[config.mk]
export PLATFORM = sky130hd
export DESIGN_NAME = wh_clk_div
export DESIGN_NICKNAME = d
export VERILOG_FILES = /design/src/rtl/wh_div_pkg.sv /design/src/rtl/wh_div_regs.sv /design/src/rtl/wh_div_core.sv /design/src/rtl/wh_clk_div.sv
export SDC_FILE = /design/constraint.sdc
export NUM_CORES = 1
export LEC_CHECK = 0
export BUFFER_PORTS_ARGS = -buffer_cell sky130_fd_sc_hd__buf_2
export CAP_MARGIN = 10
export CORE_MARGIN = 2
export CORE_UTILIZATION = 50
export CTS_CLUSTER_DIAMETER = 60
export DETAILED_ROUTE_END_ITERATION = 6
export PLACE_DENSITY_LB_ADDON = 0.05
export SYNTH_ARGS = -nofsm -noshare
export SYNTH_HDL_FRONTEND = slang
export SYNTH_SLANG_ARGS = --single-unit
[constraint.sdc]
create_clock -name clk_i -period 4.6 [get_ports clk_i]
set_clock_uncertainty 0.15 [all_clocks]
set_input_delay 0.23 -clock clk_i [delete_from_list [all_inputs] [get_ports clk_i]]
set_output_delay 0.23 -clock clk_i [all_outputs]
set_load 0.005 [all_outputs]
[src/rtl/wh_div_pkg.sv]
package wh_div_pkg;
  localparam int FIELD_W  = 4;
  localparam int LO_LSB   = 16;
  localparam int HI_LSB   = 20;
  localparam int BYP_BIT  = 24;
  localparam int REQ_BIT  = 25;

  typedef struct packed {
    logic               byp;
    logic [FIELD_W-1:0] hi;
    logic [FIELD_W-1:0] lo;
  } div_cfg_t;
endpackage

[src/rtl/wh_div_regs.sv]
module wh_div_regs
  import wh_div_pkg::*;
#(
  parameter int CNT_W = 4,
  parameter int REG_W = 32
) (
  input  logic             clk_i,
  input  logic             rst_ni,
  input  logic             we_i,
  input  logic [REG_W-1:0] wdata_i,
  input  logic             commit_i,
  output div_cfg_t         pend_o,
  output logic             req_o,
  output logic [REG_W-1:0] rdata_o
);
  localparam logic [FIELD_W-1:0] MASK = FIELD_W'((1 << CNT_W) - 1);

  div_cfg_t pend_q;
  logic     req_q;

  always_ff @(posedge clk_i or negedge rst_ni) begin
    if (!rst_ni) begin
      pend_q <= '0;
      req_q  <= 1'b0;
    end else if (we_i) begin
      pend_q.lo  <= wdata_i[LO_LSB +: FIELD_W] & MASK;
      pend_q.hi  <= wdata_i[HI_LSB +: FIELD_W] & MASK;
      pend_q.byp <= wdata_i[BYP_BIT];
      req_q      <= wdata_i[REQ_BIT];
    end else if (commit_i) begin
      req_q <= 1'b0;
    end
  end

  always_comb begin
    rdata_o                      = '0;
    rdata_o[LO_LSB +: FIELD_W]   = pend_q.lo;
    rdata_o[HI_LSB +: FIELD_W]   = pend_q.hi;
    rdata_o[BYP_BIT]             = pend_q.byp;
    rdata_o[REQ_BIT]             = req_q;
  end

  assign pend_o = pend_q;
  assign req_o  = req_q;

  AST_REQ_SELF_CLEAR: assert property (@(posedge clk_i) disable iff (!rst_ni)
    (req_q && commit_i && !we_i) |=> !req_q);
  AST_NO_SPURIOUS_REQ: assert property (@(posedge clk_i) disable iff (!rst_ni)
    (!req_q && !we_i) |=> !req_q);
  AST_FIELD_NARROW: assert property (@(posedge clk_i) disable iff (!rst_ni)
    we_i |=> ((pend_q.lo & ~MASK) == '0) && ((pend_q.hi & ~MASK) == '0));
endmodule

[src/rtl/wh_div_core.sv]
module wh_div_core
  import wh_div_pkg::*;
(
  input  logic     clk_i,
  input  logic     rst_ni,
  input  div_cfg_t pend_i,
  input  logic     req_i,
  output logic     commit_o,
  output logic     byp_o,
  output logic     div_o
);
  div_cfg_t           act_q;
  logic               phase_q;   // 0: low phase, 1: high phase
  logic [FIELD_W-1:0] cnt_q;
  logic               boundary;

  // bypass counts as a boundary on every cycle
  assign boundary = act_q.byp | (phase_q & (cnt_q == act_q.hi));
  assign commit_o = boundary & req_i;

  always_ff @(posedge clk_i or negedge rst_ni) begin
    if (!rst_ni) begin
      act_q   <= '0;
      phase_q <= 1'b0;
      cnt_q   <= '0;
    end else if (commit_o) begin
      act_q   <= pend_i;
      phase_q <= 1'b0;
      cnt_q   <= '0;
    end else if (act_q.byp) begin
      phase_q <= 1'b0;
      cnt_q   <= '0;
    end else if (!phase_q) begin
      if (cnt_q == act_q.lo) begin
        phase_q <= 1'b1;
        cnt_q   <= '0;
      end else begin
        cnt_q <= cnt_q + 1'b1;
      end
    end else begin
      if (cnt_q == act_q.hi) begin
        phase_q <= 1'b0;
        cnt_q   <= '0;
      end else begin
        cnt_q <= cnt_q + 1'b1;
      end
    end
  end

  assign byp_o = act_q.byp;
  assign div_o = phase_q;

  AST_LOW_BOUND: assert property (@(posedge clk_i) disable iff (!rst_ni)
    (!act_q.byp && !phase_q) |-> (cnt_q <= act_q.lo));
  AST_HIGH_BOUND: assert property (@(posedge clk_i) disable iff (!rst_ni)
    (!act_q.byp && phase_q) |-> (cnt_q <= act_q.hi));
  AST_ACT_STABLE: assert property (@(posedge clk_i) disable iff (!rst_ni)
    !commit_o |=> (act_q == $past(act_q)));
  AST_BYP_IDLE: assert property (@(posedge clk_i) disable iff (!rst_ni)
    act_q.byp |-> (!phase_q && cnt_q == '0));
  AST_COMMIT_RESTART: assert property (@(posedge clk_i) disable iff (!rst_ni)
    commit_o |=> (!phase_q && cnt_q == '0));
endmodule

[src/rtl/wh_clk_div.sv]
module wh_clk_div
  import wh_div_pkg::*;
#(
  parameter int CNT_W = 4,
  parameter int REG_W = 32
) (
  input  logic             clk_i,
  input  logic             rst_ni,
  input  logic             cfg_we_i,
  input  logic [REG_W-1:0] cfg_wdata_i,
  output logic [REG_W-1:0] cfg_rdata_o,
  output logic             clk_o
);
  div_cfg_t pend;
  logic     req, commit, byp, div;

  wh_div_regs #(.CNT_W(CNT_W), .REG_W(REG_W)) u_regs (
    .clk_i    (clk_i),
    .rst_ni   (rst_ni),
    .we_i     (cfg_we_i),
    .wdata_i  (cfg_wdata_i),
    .commit_i (commit),
    .pend_o   (pend),
    .req_o    (req),
    .rdata_o  (cfg_rdata_o)
  );

  wh_div_core u_core (
    .clk_i    (clk_i),
    .rst_ni   (rst_ni),
    .pend_i   (pend),
    .req_i    (req),
    .commit_o (commit),
    .byp_o    (byp),
    .div_o    (div)
  );

  assign clk_o = byp ? clk_i : div;

  initial begin
    AST_CNT_W_RANGE: assert (CNT_W >= 1 && CNT_W <= FIELD_W && REG_W > REQ_BIT);
  end
endmodule

Word level (Yosys, flattened, before mapping)
Cells that the tools add are included.
- $add $sub $neg: 1
- equal/unequal tests: 2
- muxes and demuxes: 13
- bitwise gates (word level): 3
- reductions and logical operators: 1
- operators with widths (kind ; number):
    $mux 4 ; 5
    $eq 4x4->1 ; 2
    $mux 1 ; 8
    $add 4x1->4 const B ; 1
    $and 1x1->1 ; 2
    $reduce_bool 2->1 ; 1
    $or 1x1->1 ; 1
- flip-flop bits (word level): 24
- bits of input ports: 35
- output and inout port bits: 33
- word-level logic and storage cells: 29

Depth between registers and ports, before layout
- depth in word-level cells: 6
- mapped depth: 5
- mapped depth without buffers: 4

By module
Synthesis repeated with hierarchy kept, for this count alone.
- cells, all modules: 146
- area, all modules: 1562.7 sq um
- by module, submodules not included (module ; times used ; cells each ; area an instance (sq um)):
    wh_div_core ; 1 ; 90 ; 898.4
    wh_div_regs ; 1 ; 55 ; 649.4
    wh_clk_div ; 1 ; 1 ; 15.0

==> results by group <==
Synthesis
  • Fraction of registers with async set/reset: 100%
  • Synth Area in Simple Gates: 15.0%
  • Adder-cell share of the synthesized area: 0.822%
  • Post-synth EDFFs: 0
  • Post-Synth XOR/XNOR Area: 6.99%
  • Mapped cell area: 0.00152 sq mm
  • Synth cell types: 29
  • Mapped Cells: 143
  • Largest family of logic cells by synthesized area: simple AND/OR/NAND/NOR gates
  • Post-synthesis compound-gate area fraction: 11.0%
  • Seq cells post-synth: 24
  • Most used DFF post-synth: dfrtp_1
  • Multiplexer area fraction after synthesis: 12.6%
  • Synthesized area per cell: 10.6 sq um
  • Sequential fraction of the synthesis area: 39.5%
  • YS warnings: 0

Global route
  • First-pass GRT wire length: 5.18 mm
  • Initial antenna violation count: 0
  • Gr ovfl total: 0
  • Total GRT Usage: 20.2%
  • Vias in the first global route: 1,089
  • Largest net degree at the start of global routing: 25

Setup path
  • Critical setup path kind: clock port to output pin
  • Worst path required time: 4.22 ns
  • Slowest cell on crit path: mux2_2
  • CP most frequent cell: clkbuf_4
  • Setup crit end: clk_o
  • Max incr delay on CP: 0.25 ns
  • Reg2reg setup slack: 2.74 ns
  • Worst-path fanout max: 2
  • RR Startpoint: u_regs.req_o
  • Critical path arrival: 2.90 ns
  • Cells along the critical path: clkbuf_4, clkbuf_4, mux2_2, buf_2
  • FF-to-FF End: u_core.act_q[4]
  • Startpoint Class: clock port
  • Worst r2r path cells: 3
  • Worst Setup SP: clk_i
  • Crit end category: output pin

Place
  • GPL Wtd Cong: 0.725
  • Port Buffers: 23
  • DPL Wire Length: 1.99 mm
  • Post-Place Cells: 190

Routing
  • Final Routed Wirelength: 3.07 mm
  • First-pass DRT Iterations: 4
  • Via density: 5.40
  • Initial drt markers: 35
  • WL/cell: 14.8 um
  • Routed via count: 1,123
  • Post-route ant nets: 0
  • DRC Markers: 0

Timing
  • # setup viols final: 0
  • Worst-margin pin slew: 0.693 ns
  • Slew headroom: 53.8%
  • Final Hold Viols: 0
  • TNS Setup: 0 ns
  • Final Max Slew Viols: 0
  • RSZ-0062 raised after global routing: false

Power and ir drop
  • Leakage: 0.000764 uW
  • Power Density: 464 mW/mm^2
  • VDD IR max: 0.214 mV

Layout
  • Fillers: 261
  • Non-Filler Instances: 208
  • Syn-to-layout area delta: 13.2%
  • Share of cells above drive strength 1: 31.4%
  • Number of diodes: 0
  • Fin nets: 212

Clock network
  • Clk slew on worst S/H paths: 0.14 ns
  • Clk_lat worst skew: 0.43 ns
  • CTS Hold Bufs: 11
  • Post-CTS Setup Bufs: 0
  • CTS tree: yes
  • Cts repair resizes: 0

Floorplan
  • Core area: 0.00298 sq mm
  • I/O pin count: 68
  • Starting Density: 51.1%
  • Die ar.: 0.00350 sq mm
  • Row count: 20
  • DIE WIDTH: 59.2 um
  • Height of the die: 59.2 um

Worst hold path
  • Hold Path Class: primary input to register

Job
  • Max cap viols: 0

Status
  • Status: finished, final reports clean
where the power goes:
| part | internal [uW] | leakage [uW] | total, uW | switching [uW] |
|---|---|---|---|---|
| Combinational | 156 | 0.000459 | 302 | 146 |
| Sequential | 249 | 0.000262 | 334 | 85.2 |
| Clock | 84.5 | 0.0000427 | 163 | 78.1 |
| Total | 490 | 0.000764 | 799 | 309 |
worst min-delay path by stage:
| stage | startpoint | endpoint | slack (ns) | cells after the start |
|---|---|---|---|---|
| after floorplan | rst_ni | u_core.act_q[0] | -0.22 | 0 |
| after global placement | rst_ni | u_regs.req_o | 0.10 | 1 |
| after detailed placement | rst_ni | u_core.div_o | 0.11 | 1 |
| after CTS | cfg_we_i | u_regs.req_o | 0.03 | 2 |
| after global routing | cfg_we_i | u_regs.req_o | 0.03 | 2 |
| final | cfg_we_i | u_regs.req_o | 0.03 | 2 |
through the flow:
step	hold WS [ns]	util [%]	setup WS [ns]	instance area (sq um)	power, uW
final	0.0298	57.9	1.32	1720	799
after global routing	0.0267	57.9	1.28	1720	864
after CTS	0.0288	57.9	1.31	1720	808
after detailed placement	0.106	52.2	1.56	1550	645
after global placement	0.105	52.2	1.56	1550	632
after floorplan	-0.216	-	1.67	1600	592
kinds of logic after synthesis:
family / count (synthesis)
AO/OA/AOI/OAI: 21
XOR/XNOR: 10
adder cells (fa/ha/maj): 1
buffers and inverters: 32
flip-flops: 24
multiplexers: 17
other: 1
AND/OR/NAND/NOR: 37
state kept, by name (all words and copies together) (netlist names):
name	cells
u_regs.pend_o	9
u_core.act_q	8
u_core.cnt_q	4
u_core.byp_o	1
u_core.div_o	1
u_regs.req_o	1
cell type report:
type / count / area, sq um / share of cell area, %
Tap cell: 33 / 41.3 / 2.40
Clock buffer: 8 / 63.8 / 3.70
Multi-Input combinational cell: 108 / 790 / 45.8
Sequential cell: 24 / 601 / 34.9
Timing Repair Buffer: 33 / 220 / 12.8
Inverter: 2 / 7.51 / 0.436
synth_stat cells (2+ instances only):
cell | count | area, sq um
buf_4 | 24 | 180
dfrtp_1 | 24 | 601
mux2_2 | 17 | 191
nand2_1 | 10 | 37.5
a21oi_1 | 9 | 45.0
a221oi_1 | 8 | 70.1
nand2b_1 | 8 | 50.1
nand4_1 | 8 | 50.1
xor2_1 | 8 | 70.1
clkbuf_1 | 5 | 18.8
nor3_2 | 3 | 30.0
nor2_1 | 2 | 7.51
worst max-delay path: cells and delay by family:
kind | cells | cell delay, ns
buf+inv | 3 | 0.35
mux | 1 | 0.25
placed cells by master (no fill, tap or decap), types with 2 or more instances in the layout:
cell type,instances
a221oi_1,8
nand2_1,10
mux2_2,17
dlygate4sd3_1,11
a21oi_1,9
dfrtp_1,24
xor2_1,8
clkbuf_4,6
nand2b_1,8
nand4_1,8
nor3_2,3
conb_1,22
buf_2,23
nor2_1,2
metal layers:
layer | routed length, um | up-vias | GRT usage (%)
met4 | 42 | 0 | 11.4
met2 | 1570 | 39 | 33.7
met1 | 1330 | 552 | 24.9
met5 | 0 | - | 0
met3 | 129 | 4 | 3.06
li1 | - | 528 | -
No activity file was read; power rests on OpenSTA's default activity.
